File: config.mk
export PLATFORM = sky130hd
export DESIGN_NAME = cal_hold_timer
export DESIGN_NICKNAME = d
export VERILOG_FILES = /design/src/rtl/chp_pkg.sv /design/src/rtl/chp_mode_sel.sv /design/src/rtl/chp_recal_timer.sv /design/src/rtl/chp_hold_ctr.sv /design/src/rtl/cal_hold_timer.sv
export SDC_FILE = /design/constraint.sdc
export NUM_CORES = 1
export LEC_CHECK = 0
export CORE_MARGIN = 3
export CORE_UTILIZATION = 45
export CTS_CLUSTER_DIAMETER = 120
export DETAILED_ROUTE_END_ITERATION = 7
export DONT_BUFFER_PORTS = 1
export GPL_TIMING_DRIVEN = 0
export PLACE_DENSITY_LB_ADDON = 0.05
export SYNTH_ARGS = -nofsm -noshare
export SYNTH_HDL_FRONTEND = slang
export SYNTH_SLANG_ARGS = --single-unit
File: constraint.sdc
create_clock -name clk -period 0.95 [get_ports clk]
set_input_delay 0.19 -clock clk [delete_from_list [all_inputs] [get_ports clk]]
set_output_delay 0.19 -clock clk [all_outputs]
set_load 0.01 [all_outputs]
File: src/rtl/chp_pkg.sv
package chp_pkg;
  typedef enum logic {PM_FULL = 1'b0, PM_LOW = 1'b1} pwr_mode_e;
endpackage

File: src/rtl/chp_mode_sel.sv
// Selects the hold target and recalibration limit for the active power mode.
module chp_mode_sel
  import chp_pkg::*;
#(
  parameter int HOLD_W = 4,
  parameter int FP_SH  = 4,
  parameter int LP_SH  = 2,
  parameter int FPR_W  = 10,
  parameter int LPR_W  = 6,
  localparam int HT_W  = HOLD_W + FP_SH
) (
  input  pwr_mode_e           mode,
  input  logic [HOLD_W-1:0]   fp_hold,
  input  logic [HOLD_W-1:0]   lp_hold,
  input  logic [FPR_W-1:0]    fp_recal,
  input  logic [LPR_W-1:0]    lp_recal,
  output logic [HT_W-1:0]     hold_target,
  output logic [FPR_W-1:0]    recal_limit
);
  logic [HT_W-1:0] fp_target, lp_target;

  always_comb begin
    fp_target = HT_W'(fp_hold) << FP_SH;
    lp_target = HT_W'(lp_hold) << LP_SH;
    if (mode == PM_LOW) begin
      hold_target = lp_target;
      recal_limit = FPR_W'(lp_recal);
    end else begin
      hold_target = fp_target;
      recal_limit = fp_recal;
    end
  end
endmodule

File: src/rtl/chp_recal_timer.sv
// Counts consecutive out-of-range sequences and issues the forced recalibration.
module chp_recal_timer #(
  parameter int CNT_W = 10
) (
  input  logic             clk,
  input  logic             rst_n,
  input  logic             seq_done,
  input  logic             exceed,
  input  logic [CNT_W-1:0] limit,
  output logic             fire,
  output logic             recal
);
  logic [CNT_W-1:0] run_q, run_d;
  logic             run_en;
  logic             hit;
  logic             recal_q;

  always_comb begin
    hit    = (limit != '0) && (({1'b0, run_q} + 1'b1) >= {1'b0, limit});
    fire   = seq_done && exceed && hit;
    run_en = seq_done;
    if (!exceed || hit) run_d = '0;
    else                run_d = run_q + 1'b1;
  end

  always_ff @(posedge clk or negedge rst_n) begin
    if (!rst_n)      run_q <= '0;
    else if (run_en) run_q <= run_d;
  end

  always_ff @(posedge clk or negedge rst_n) begin
    if (!rst_n) recal_q <= 1'b0;
    else        recal_q <= fire;
  end

  assign recal = recal_q;

  // a pulse only ever follows an exceed sequence
  a_r7_pulse_after_exceed: assert property (@(posedge clk) disable iff (!rst_n)
    recal |-> $past(seq_done && exceed));
  // a clean sequence never produces a pulse
  a_r8_clean_no_pulse: assert property (@(posedge clk) disable iff (!rst_n)
    (seq_done && !exceed) |=> !recal);
  // a zero limit keeps the pulse silent
  a_r10_zero_limit_silent: assert property (@(posedge clk) disable iff (!rst_n)
    (seq_done && limit == '0) |=> !recal);
endmodule

File: src/rtl/chp_hold_ctr.sv
// Hold-off counter that gates calibration after proximity or a forced recalibration.
module chp_hold_ctr #(
  parameter int HT_W = 8
) (
  input  logic            clk,
  input  logic            rst_n,
  input  logic            seq_done,
  input  logic            prox,
  input  logic            restart,
  input  logic [HT_W-1:0] target,
  output logic            cal_en
);
  logic [HT_W-1:0] rem_q, rem_d;
  logic            en_q, en_d;
  logic            step_en;
  logic            load;

  always_comb begin
    step_en = seq_done;
    load    = seq_done && (prox || restart);
    rem_d   = rem_q;
    en_d    = en_q;
    if (load) begin
      rem_d = target;
      en_d  = 1'b0;
    end else if (rem_q == '0) begin
      en_d  = 1'b1;
    end else begin
      rem_d = rem_q - 1'b1;
    end
  end

  always_ff @(posedge clk or negedge rst_n) begin
    if (!rst_n) begin
      rem_q <= '0;
      en_q  <= 1'b1;
    end else if (step_en) begin
      rem_q <= rem_d;
      en_q  <= en_d;
    end
  end

  assign cal_en = en_q;

  // proximity blocks calibration on the next cycle
  a_r2_prox_blocks: assert property (@(posedge clk) disable iff (!rst_n)
    (seq_done && prox) |=> !cal_en);
  // an exhausted hold re-enables on a clean sequence
  a_r5_idle_enables: assert property (@(posedge clk) disable iff (!rst_n)
    (seq_done && !prox && !restart && rem_q == '0) |=> cal_en);
  // nothing changes between sequences
  a_r6_stable_between: assert property (@(posedge clk) disable iff (!rst_n)
    !seq_done |=> $stable(cal_en));
endmodule

File: src/rtl/cal_hold_timer.sv
module cal_hold_timer
  import chp_pkg::*;
#(
  parameter int HOLD_W = 4,
  parameter int FP_SH  = 4,
  parameter int LP_SH  = 2,
  parameter int FPR_W  = 10,
  parameter int LPR_W  = 6,
  localparam int HT_W  = HOLD_W + FP_SH
) (
  input  logic             clk,
  input  logic             rst_n,
  input  logic             seq_done,
  input  logic             prox,
  input  logic             exceed,
  input  logic             low_power,
  input  logic [HOLD_W-1:0] fp_hold_cnt,
  input  logic [HOLD_W-1:0] lp_hold_cnt,
  input  logic [FPR_W-1:0] fp_recal_cnt,
  input  logic [LPR_W-1:0] lp_recal_cnt,
  output logic             cal_en,
  output logic             recal
);
  logic [1:0]       rst_sync;
  logic             rst_int_n;
  pwr_mode_e        mode;
  logic [HT_W-1:0]  hold_target;
  logic [FPR_W-1:0] recal_limit;
  logic             fire;

  // asynchronous assertion, synchronous release
  always_ff @(posedge clk or negedge rst_n) begin
    if (!rst_n) rst_sync <= 2'b00;
    else        rst_sync <= {rst_sync[0], 1'b1};
  end
  assign rst_int_n = rst_sync[1];

  assign mode = pwr_mode_e'(low_power);

  chp_mode_sel #(
    .HOLD_W(HOLD_W), .FP_SH(FP_SH), .LP_SH(LP_SH), .FPR_W(FPR_W), .LPR_W(LPR_W)
  ) u_sel (
    .mode        (mode),
    .fp_hold     (fp_hold_cnt),
    .lp_hold     (lp_hold_cnt),
    .fp_recal    (fp_recal_cnt),
    .lp_recal    (lp_recal_cnt),
    .hold_target (hold_target),
    .recal_limit (recal_limit)
  );

  chp_recal_timer #(.CNT_W(FPR_W)) u_recal (
    .clk      (clk),
    .rst_n    (rst_int_n),
    .seq_done (seq_done),
    .exceed   (exceed),
    .limit    (recal_limit),
    .fire     (fire),
    .recal    (recal)
  );

  chp_hold_ctr #(.HT_W(HT_W)) u_hold (
    .clk      (clk),
    .rst_n    (rst_int_n),
    .seq_done (seq_done),
    .prox     (prox),
    .restart  (fire),
    .target   (hold_target),
    .cal_en   (cal_en)
  );

  // a recalibration pulse always coincides with calibration off
  a_r9_recal_blocks_cal: assert property (@(posedge clk) disable iff (!rst_int_n)
    recal |-> !cal_en);
  // outputs idle right after reset release
  a_r1_reset_idle: assert property (@(posedge clk) disable iff (!rst_int_n)
    $rose(rst_int_n) |-> (cal_en && !recal));
endmodule

==> results of run 1 <==
power groups by stage:
stage	sequential, uW	combinational, uW	clock [uW]
finish	1200	755	587
global route	1210	837	649
CTS	1190	702	609
detailed placement	1220	630	0
global placement	1220	605	0
floorplan	1190	512	0
sequential cells by signal (all words and copies together), names as in the netlist:
name / flops
u_hold.cal_en: 1
u_hold.rem_q: 8
rst_sync: 2
u_recal.run_q: 10
u_recal.recal: 1
critical path, stage by stage, from the launching register on:
cell and delay [ns]:
dfrtp_1 0.37, and3_4 0.20, and3_4 0.23, nand3_4 0.08, xnor2_2 0.14, ha_1 0.31, a21oi_2 0.15, nor2b_2 0.07
a311oi_4 0.32, o221ai_4 0.21, and4_4 0.23, a211o_1 0.25
final timing paths:
kind / cells past startpoint / end
worst max-delay path: 11 / u_hold.rem_q[2]
worst min-delay path: 2 / u_hold.rem_q[6]
worst max register to register: 11 / u_hold.rem_q[2]
worst min register to register: 0 / u_hold.rem_q[3]
max in group asynchronous: 0 / u_hold.cal_en
min in group asynchronous: 1 / rst_sync[0]
repair_timing:
action                                  CTS  global route
cloned                                    0             1
hold buffers                              1             0
endpoints found under the setup margin   21            40
setup buffers                            14             5
endpoints found under the hold margin     2             0
resized for setup                         8            14
pin swaps                                10            17
stage by stage:
| step | total power (uW) | util, % | std cells |
|---|---|---|---|
| CTS | 2500 | 56.5 | 236 |
| floorplan | 1700 | - | 171 |
| finish | 2540 | 59.8 | 242 |
| global placement | 1820 | 50.9 | 217 |
| detailed placement | 1850 | 50.9 | 217 |
| global route | 2700 | 59.8 | 242 |
synthesized netlist by cell type (2+ instances only):
cell type / instances / area [sq um]
o22ai_1: 3 / 18.8
nor2_1: 7 / 26.3
a41o_1: 8 / 80.1
nand2b_1: 7 / 43.8
nor2b_1: 10 / 62.6
nand2_1: 6 / 22.5
nand3_1: 13 / 65.1
nor3b_1: 3 / 22.5
a21oi_1: 3 / 15.0
nor4_1: 3 / 18.8
buf_6: 2 / 22.5
nor3_1: 5 / 25.0
inv_1: 7 / 26.3
nand4_1: 2 / 12.5
clkbuf_1: 5 / 18.8
xnor2_1: 7 / 61.3
xor2_1: 3 / 26.3
and3_1: 5 / 31.3
mux2_2: 2 / 22.5
a21o_1: 2 / 15.0
o21ai_0: 4 / 20.0
mux2i_1: 11 / 110
dfrtp_1: 21 / 526
ha_1: 13 / 163
metal layers:
layer | part of all wire [%] | GRT usage [%] | routed length (um)
met4 | 1.8 | 7.85 | 72
met1 | 41 | 21.6 | 1690
met3 | 4.8 | 1.52 | 196
met2 | 52 | 34.9 | 2120
met5 | 0 | 0 | 0
layout by cell type, fill, tap and decap left out, types with 4 or more instances in the layout:
cell type	netlist	layout
mux2i_1	11	11
a41o_1	8	8
buf_4	0	17
nor3_1	5	4
nand2_1	6	5
inv_1	7	7
ha_1	13	12
buf_6	2	4
nor2_1	7	7
nor2b_1	10	9
xnor2_1	7	4
clkbuf_1	5	6
dfrtp_1	21	19
nand3_1	13	12
nand2b_1	7	7
cell families (layout without fill, tap and decap cells):
logic type,count (synthesis),count (layout),share of synthesized area (%)
and+or+nand+nor,67,68,23.5
AOI/OAI and AO/OA,30,30,16.0
DFF,22,22,33.1
buffers and inverters,15,39,4.28
adders and majority gates,13,13,9.75
muxes,13,13,7.95
xor gates and xnor gates,10,10,5.25
other,1,1,0.225
area by class of cell:
| cell class | count | area share (%) |
|---|---|---|
| multi-input combinational | 135 | 56.8 |
| sequential | 22 | 26.9 |
| timing repair buffer | 20 | 7.78 |
| tap | 46 | 2.80 |
| clock buffer | 4 | 2.19 |
| buffer | 8 | 2.19 |
| inverter | 7 | 1.28 |
==> flow_metrics.env, run 1 <==
export IMPL_routabilityCongestion=0.803
export IMPL_via_count=1444
export IMPL_die_w_um=66.9
export IMPL_cp_max_fo=6
export IMPL_core_area_sq_um=3440
export IMPL_die_area_sq_um=4470
export IMPL_place_area_sq_um=1750
export IMPL_p_clk_share_pct=23.1
export IMPL_cp_start_kind="flip-flop"
export IMPL_port_buffers=0
export IMPL_final_period_utilization_pct=281
export IMPL_combPwrFrac_pct=29.7
export IMPL_synth_async_reset_ratio_pct=100
export IMPL_grt_max_degree=21
export IMPL_ys_flop_type="dfrtp_1"
export IMPL_antenna_found_initial=0
export IMPL_cts_root_buf="clkbuf_8"
export IMPL_hold_violations=0
export IMPL_drive_above_1_share_pct=27.6
export IMPL_power_density_nw_per_um2=1230
export IMPL_clk_path_buf_depth=2
export IMPL_synth_warnings=0
export IMPL_pin_count=32
export IMPL_p_switching_uw=808
export IMPL_grt_pass1_vias=1431
export IMPL_drtIter0Drc=41
export IMPL_cts_tree="built"
export IMPL_r2r_start="u_recal.run_q[2]"
export IMPL_grt_pass1_wl_um=6280
export IMPL_maxSlewViolCount=0
export IMPL_p_int_uw=1730
export IMPL_post_dp_hpwl_um=2910
export IMPL_min_from="fp_hold_cnt[2]"
export IMPL_crit_start="u_recal.run_q[2]"
export IMPL_hold_ws_ns=0.0842
export IMPL_place_ws_ns=-1.86
export IMPL_gr_usage_all_layers_pct=18.7
export IMPL_finalSetupViolations=21
export IMPL_nNetsFinal=240
export IMPL_p_seq_share_pct=47.1
export IMPL_slew_headroom_pct=61.4
export IMPL_finClkSkew_ns=0.00181
export IMPL_synthCells=171
export IMPL_maxClockFrequency_mhz=374
export IMPL_cp_data_required_time_ns=1.10
export IMPL_tns_ns=-33.16
export IMPL_ys_types=43
export IMPL_cts_buffers=3
export IMPL_ant_nets=0
export IMPL_p_leak_uw=0.00100
export IMPL_multiInputGateArea_sq_um=1170
export IMPL_critPathCaptureType="flip-flop"
export IMPL_status="complete, but fails checks"
export IMPL_violations="negative setup slack"
export IMPL_avgSynthCellArea_sq_um=9.75
export IMPL_fill_cells=305
export IMPL_syn_to_final_growth_pct=23.4
export IMPL_viasPerCell=5.97
export IMPL_fin_crit_ns=2.67
export IMPL_clkSinkCount=22
export IMPL_finish_instance_area_sq_um=2060
export IMPL_drc=0
export IMPL_syn_area_sq_um=1670
export IMPL_ir_worst_vdd_v=0.00129
export IMPL_arrival_ns=2.82
export IMPL_synth_seq_cells=22
export IMPL_rows=21
export IMPL_synth_enable_flop_cells=0
export IMPL_synth_nets=214
export IMPL_die_h_um=66.9
export IMPL_rrSetupSlack_ns=-1.72
export IMPL_min_path_type="input pin to flip-flop"
export IMPL_rsz0062_at_grt="yes"
export IMPL_p_sw_share_pct=31.8
export IMPL_drv_cap=0
export IMPL_drt_wl_total_um=4080
export IMPL_clock_latency_ns=0.26
export IMPL_crit_type="flip-flop to flip-flop"
export IMPL_drtPass1Iterations=4
export IMPL_register_area_sq_um=554
export IMPL_htreeDepth=1
export IMPL_wl_per_cell_um=16.8
export IMPL_worstMarginPinSlew_ns=0.579
export IMPL_start_util_pct=48.5
export IMPL_grt_ovfl_total=0
export IMPL_worst_slack_ns=-1.72
export IMPL_ys_seq_area_share_pct=33.1
export IMPL_clk_pin_slew_worst_paths_ns=0.07
export IMPL_diodes=0
Power figures use the tool's default switching activity.
==> run 2: changes to the inputs <==
CORE_MARGIN = default   (was 3)
==> flow_metrics.env, run 2 (same netlist as run 1, synthesis figures left out) <==
export IMPL_cts_root_buf="clkbuf_8"
export IMPL_fill_cells=304
export IMPL_syn_to_final_growth_pct=22.7
export IMPL_finish_instance_area_sq_um=2050
export IMPL_antenna_found_initial=0
export IMPL_grt_max_degree=21
export IMPL_finClkSkew_ns=0.000871
export IMPL_diodes=0
export IMPL_drt_wl_total_um=3880
export IMPL_power_density_nw_per_um2=1230
export IMPL_routabilityCongestion=0.807
export IMPL_final_period_utilization_pct=277
export IMPL_arrival_ns=2.80
export IMPL_fin_crit_ns=2.63
export IMPL_grt_pass1_wl_um=6670
export IMPL_cp_max_fo=6
export IMPL_worstMarginPinSlew_ns=0.555
export IMPL_status="complete, but fails checks"
export IMPL_min_path_type="input pin to flip-flop"
export IMPL_wl_per_cell_um=16.3
export IMPL_clk_pin_slew_worst_paths_ns=0.07
export IMPL_maxSlewViolCount=0
export IMPL_finalSetupViolations=21
export IMPL_use_met1_pct=25.3
export IMPL_clock_latency_ns=0.25
export IMPL_cp_data_required_time_ns=1.12
export IMPL_rows=21
export IMPL_critPathCaptureType="flip-flop"
export IMPL_drtIter0Drc=62
export IMPL_finalPower_uw=2520
export IMPL_violations="negative setup slack"
export IMPL_die_h_um=62.9
export IMPL_cp_cell_sequence="ha_4 > and3_4 > xor2_2 > ha_1 > buf_4 > a21oi_1 > o311a_1 > o221ai_4 > buf_6 > o21a_1 > o22ai_1"
export IMPL_worst_slack_ns=-1.68
export IMPL_gr_usage_all_layers_pct=21.5
export IMPL_place_area_sq_um=1750
export IMPL_drc=0
export IMPL_rrSetupSlack_ns=-1.68
export IMPL_largest_register_ffs=10
export IMPL_drtPass1Iterations=4
export IMPL_top_register="u_recal.run_q"
export IMPL_mostFrequentLayoutCells="dfrtp_1 (19), buf_4 (14), ha_1 (12), nand3_1 (11), mux2i_1 (11)"
export IMPL_htreeDepth=1
export IMPL_maxClockFrequency_mhz=380
export IMPL_drive_above_1_share_pct=27.6
export IMPL_cp_start_kind="flip-flop"
export IMPL_post_dp_hpwl_um=2900
export IMPL_p_leak_uw=0.000984
export IMPL_hold_ws_ns=0.0922
export IMPL_die_w_um=62.9
export IMPL_cts_tree="built"
export IMPL_clk_path_buf_depth=2
export IMPL_drv_cap=0
export IMPL_viasPerCell=5.90
export IMPL_ir_worst_vdd_v=0.00108
export IMPL_grt_ovfl_total=0
export IMPL_core_area_sq_um=3440
export IMPL_met3_usage_pct=2.74
export IMPL_hold_violations=0
export IMPL_grt_pass1_vias=1476
export IMPL_top_usage_layer="met2"
export IMPL_slew_headroom_pct=63.0
export IMPL_cpMaxStageDelayCell="dfrtp_1"
export IMPL_rsz0062_at_grt="yes"
export IMPL_cp_slowest_stage_delay_ns=0.42
export IMPL_clkSinkCount=22
export IMPL_via_count=1404
export IMPL_place_ws_ns=-1.85
export IMPL_start_util_pct=48.5
export IMPL_reg_top3="u_recal.run_q: 10 flops, u_hold.rem_q: 8 flops, rst_sync: 2 flops"
export IMPL_port_buffers=0
export IMPL_die_area_sq_um=3950
export IMPL_cts_buffers=3
export IMPL_pin_count=32
export IMPL_final_common_cell="dfrtp_1"
export IMPL_use_met2_pct=39.9
export IMPL_nNetsFinal=236
export IMPL_ant_nets=0
export IMPL_crit_type="flip-flop to flip-flop"
-- run 2: cell count changes in the layout (fill, tap and decap cells not counted), sizes merged --
cell,before,now
buf,22,19
nand3,15,14
-- run 2: cell type report --
cell class                 count  area [sq um]  share of cell area, %
timing repair buffer          17           138                   6.73
buffer                         8          45.0                   2.20
sequential                    22           554                   27.1
inverter                       7          26.3                   1.28
tap                           46          57.6                   2.81
multi-input combinational    134          1180                   57.7
clock buffer                   4          45.0                   2.20
-- run 2: critical path: cells and delay by family (launching register included) --
family	cells	cell delay [ns]
compound gates	5	0.97
fa+ha+maj	2	0.50
flops	1	0.42
buf+inv	2	0.31
simple gates	1	0.20
xor+xnor	1	0.16
-- run 2: worst paths after layout --
check | to | startpoint | cells past startpoint
min | u_hold.rem_q[6] | fp_hold_cnt[2] | 2
max | u_hold.rem_q[0] | u_recal.run_q[0] | 11
min reg2reg | u_recal.run_q[1] | rst_sync[1] | 0
max in group asynchronous | u_hold.cal_en | rst_sync[1] | 0
min in group asynchronous | rst_sync[0] | rst_n | 1
max reg2reg | u_hold.rem_q[0] | u_recal.run_q[0] | 11
-- run 2: per-layer routing --
| layer | routed length, um | share of wire, % |
|---|---|---|
| met4 | 20 | 0.52 |
| met5 | 0 | 0 |
| met3 | 159 | 4.1 |
| met2 | 2090 | 54 |
| met1 | 1610 | 42 |
-- run 2: metrics by stage --
stage          cells  TNS, ns  utilization [%]
6_report         238   -31.67             59.4
5_1_grt          238   -34.26             59.4
4_1_cts          237   -32.39             57.5
3_5_place_dp     217   -35.43             50.9
3_3_place_gp     217   -35.05             50.9
2_1_floorplan    171   -30.35                -
-- run 2: what timing repair did --
action	CTS	global route
pin swaps	17	12
hold buffers	1	0
setup endpoints to repair	21	40
cloned	1	0
resized for setup	12	12
hold endpoints to repair	2	0
buffers inserted	14	1
-- run 2: report_power, final --
part | internal (uW) | leakage [uW] | switching (uW)
clock network | 298 | 0.0000228 | 268
logic | 367 | 0.000681 | 382
registers | 1070 | 0.000281 | 139
total | 1730 | 0.000984 | 789
==> run 3: changes to the inputs <==
CORE_MARGIN = 1.5   (was default)
CORE_UTILIZATION = 55   (was 45)
==> flow_metrics.env, run 3 (same netlist as run 1, synthesis figures left out) <==
export IMPL_status="complete, but fails checks"
export IMPL_violations="design-rule violations, negative setup slack"
export IMPL_cp_max_fo=8
export IMPL_nNetsFinal=236
export IMPL_clk_pin_slew_worst_paths_ns=0.11
export IMPL_viasPerCell=6.31
export IMPL_final_util_pct=70.8
export IMPL_cp_start_kind="flip-flop"
export IMPL_hold_violations=0
export IMPL_crit_type="flip-flop to flip-flop"
export IMPL_maxClockFrequency_mhz=379
export IMPL_combPwrFrac_pct=30.6
export IMPL_start_util_pct=59.5
export IMPL_die_area_sq_um=3370
export IMPL_largest_register_ffs=10
export IMPL_arrival_ns=2.84
export IMPL_finClkSkew_ns=0.00244
export IMPL_finalSetupViolations=21
export IMPL_p_switching_uw=785
export IMPL_critPathCaptureType="flip-flop"
export IMPL_p_seq_share_pct=49.1
export IMPL_die_h_um=58.1
export IMPL_rows=19
export IMPL_htreeDepth=1
export IMPL_via_count=1408
export IMPL_grt_pass1_wl_um=6170
export IMPL_worstMarginPinSlew_ns=0.581
export IMPL_clkSinkCount=22
export IMPL_drtIter0Drc=56
export IMPL_gr_usage_all_layers_pct=23.8
export IMPL_cts_tree="built"
export IMPL_core_area_sq_um=2810
export IMPL_final_common_cell="dfrtp_1"
export IMPL_cts_root_buf="clkbuf_4"
export IMPL_top_register="u_recal.run_q"
export IMPL_drtPass1Iterations=8
export IMPL_die_w_um=58.1
export IMPL_reg_top3="u_recal.run_q: 10 flops, u_hold.rem_q: 8 flops, rst_sync: 2 flops"
export IMPL_maxSlewViolCount=0
export IMPL_tns_ns=-32.06
export IMPL_multiInputGateArea_sq_um=1160
export IMPL_final_cells=223
export IMPL_p_sw_share_pct=32.1
export IMPL_fill_cells=226
export IMPL_final_period_utilization_pct=278
export IMPL_register_area_sq_um=554
export IMPL_drc=6
export IMPL_clk_path_buf_depth=2
export IMPL_diodes=0
export IMPL_rsz0062_at_grt="yes"
export IMPL_worst_slack_ns=-1.69
export IMPL_grt_pass1_vias=1440
export IMPL_drive_above_1_share_pct=27.1
export IMPL_syn_to_final_growth_pct=19.1
export IMPL_cts_buffers=3
export IMPL_grt_ovfl_total=0
export IMPL_grt_max_degree=21
export IMPL_power_density_nw_per_um2=1230
export IMPL_port_buffers=0
export IMPL_pin_count=32
export IMPL_antenna_found_initial=0
export IMPL_ant_nets=0
export IMPL_wl_per_cell_um=16.8
export IMPL_drv_cap=0
export IMPL_slew_headroom_pct=61.3
export IMPL_ir_worst_vdd_v=0.00100
export IMPL_fin_crit_ns=2.64
export IMPL_min_path_type="input pin to flip-flop"
export IMPL_routabilityCongestion=0.860
export IMPL_p_clk_share_pct=20.3
export IMPL_p_int_uw=1660
export IMPL_p_leak_uw=0.000970
export IMPL_post_dp_hpwl_um=2680
export IMPL_dp_cells=202
export IMPL_drt_wl_total_um=3740
export IMPL_mostFrequentLayoutCells="dfrtp_1 (19), buf_4 (15), nand3_1 (12), ha_1 (12), mux2i_1 (11)"
export IMPL_cp_data_required_time_ns=1.15
export IMPL_clock_latency_ns=0.30
==> run 3: cell count changes in the layout (fill, tap and decap cells not counted), moves of 2 or more <==
cell      previous run  this run
buf_6                4         2
o21ai_1              2         0
clkbuf_8             3         1
clkbuf_4             0         3
==> run 3: layout make-up <==
cell class                 instances  share of cell area, %
buffer                             8                   2.27
clock buffer                       4                   1.83
inverter                           7                   1.32
multi-input combinational        135                   58.6
sequential                        22                   27.9
tap                               31                   1.95
timing repair buffer              16                   6.17
==> run 3: worst paths after layout <==
kind / depth (start not counted) / to / slack, ns / startpoint
min in group asynchronous: 1 / rst_sync[1] / 0.10 / rst_n
setup reg to reg: 11 / u_hold.rem_q[2] / -1.69 / u_recal.run_q[1]
hold reg to reg: 0 / u_hold.rem_q[4] / 0.22 / rst_sync[1]
max in group asynchronous: 0 / u_hold.cal_en / 0.39 / rst_sync[1]
hold / removal: 2 / u_hold.rem_q[6] / 0.02 / fp_hold_cnt[2]
setup / recovery: 11 / u_hold.rem_q[2] / -1.69 / u_recal.run_q[1]
==> run 3: what timing repair did <==
action,in CTS,in global routing
cloned,0,1
hold buffers,1,0
endpoints found under the hold margin,2,0
pin swaps,8,12
resized for setup,5,13
setup endpoints to repair,21,40
setup buffers,10,5
==> run 3: routing by layer <==
layer | global-route usage, % | up-vias | wire length (um)
li1 | - | 680 | -
met1 | 27.4 | 671 | 1560
met2 | 45.5 | 49 | 1900
met3 | 2.90 | 8 | 210
met4 | 7.31 | 0 | 65
met5 | 0 | - | 0
==> run 3: metrics by stage <==
step           power (uW)  cell area, sq um  hold slack, ns  setup slack [ns]
3_5_place_dp         1850              1730          -0.106             -1.85
4_1_cts              2400              1880          0.0195             -1.67
5_1_grt              2610              1990          0.0375             -1.80
6_report             2440              1990          0.0245             -1.69
3_3_place_gp         1820              1730          -0.106             -1.82
2_1_floorplan        1700              1700          -0.106             -1.56
==> run 3: power groups by stage <==
stage	Sequential [uW]	Combinational [uW]	Clock (uW)
after floorplan	1190	512	0
after global placement	1220	598	0
after detailed placement	1220	628	0
after CTS	1200	689	510
after global routing	1220	836	548
final	1200	747	496
==> run 3: worst max-delay path: stages, from the launching register on <==
cell and delay, ns:
dfrtp_1 0.40, buf_4 0.13, buf_4 0.13, and3_4 0.15, xor2_1 0.16, ha_1 0.31, nand4_1 0.12, o311a_4 0.35
o221ai_4 0.27, buf_6 0.20, nor2_1 0.05, a211o_1 0.26
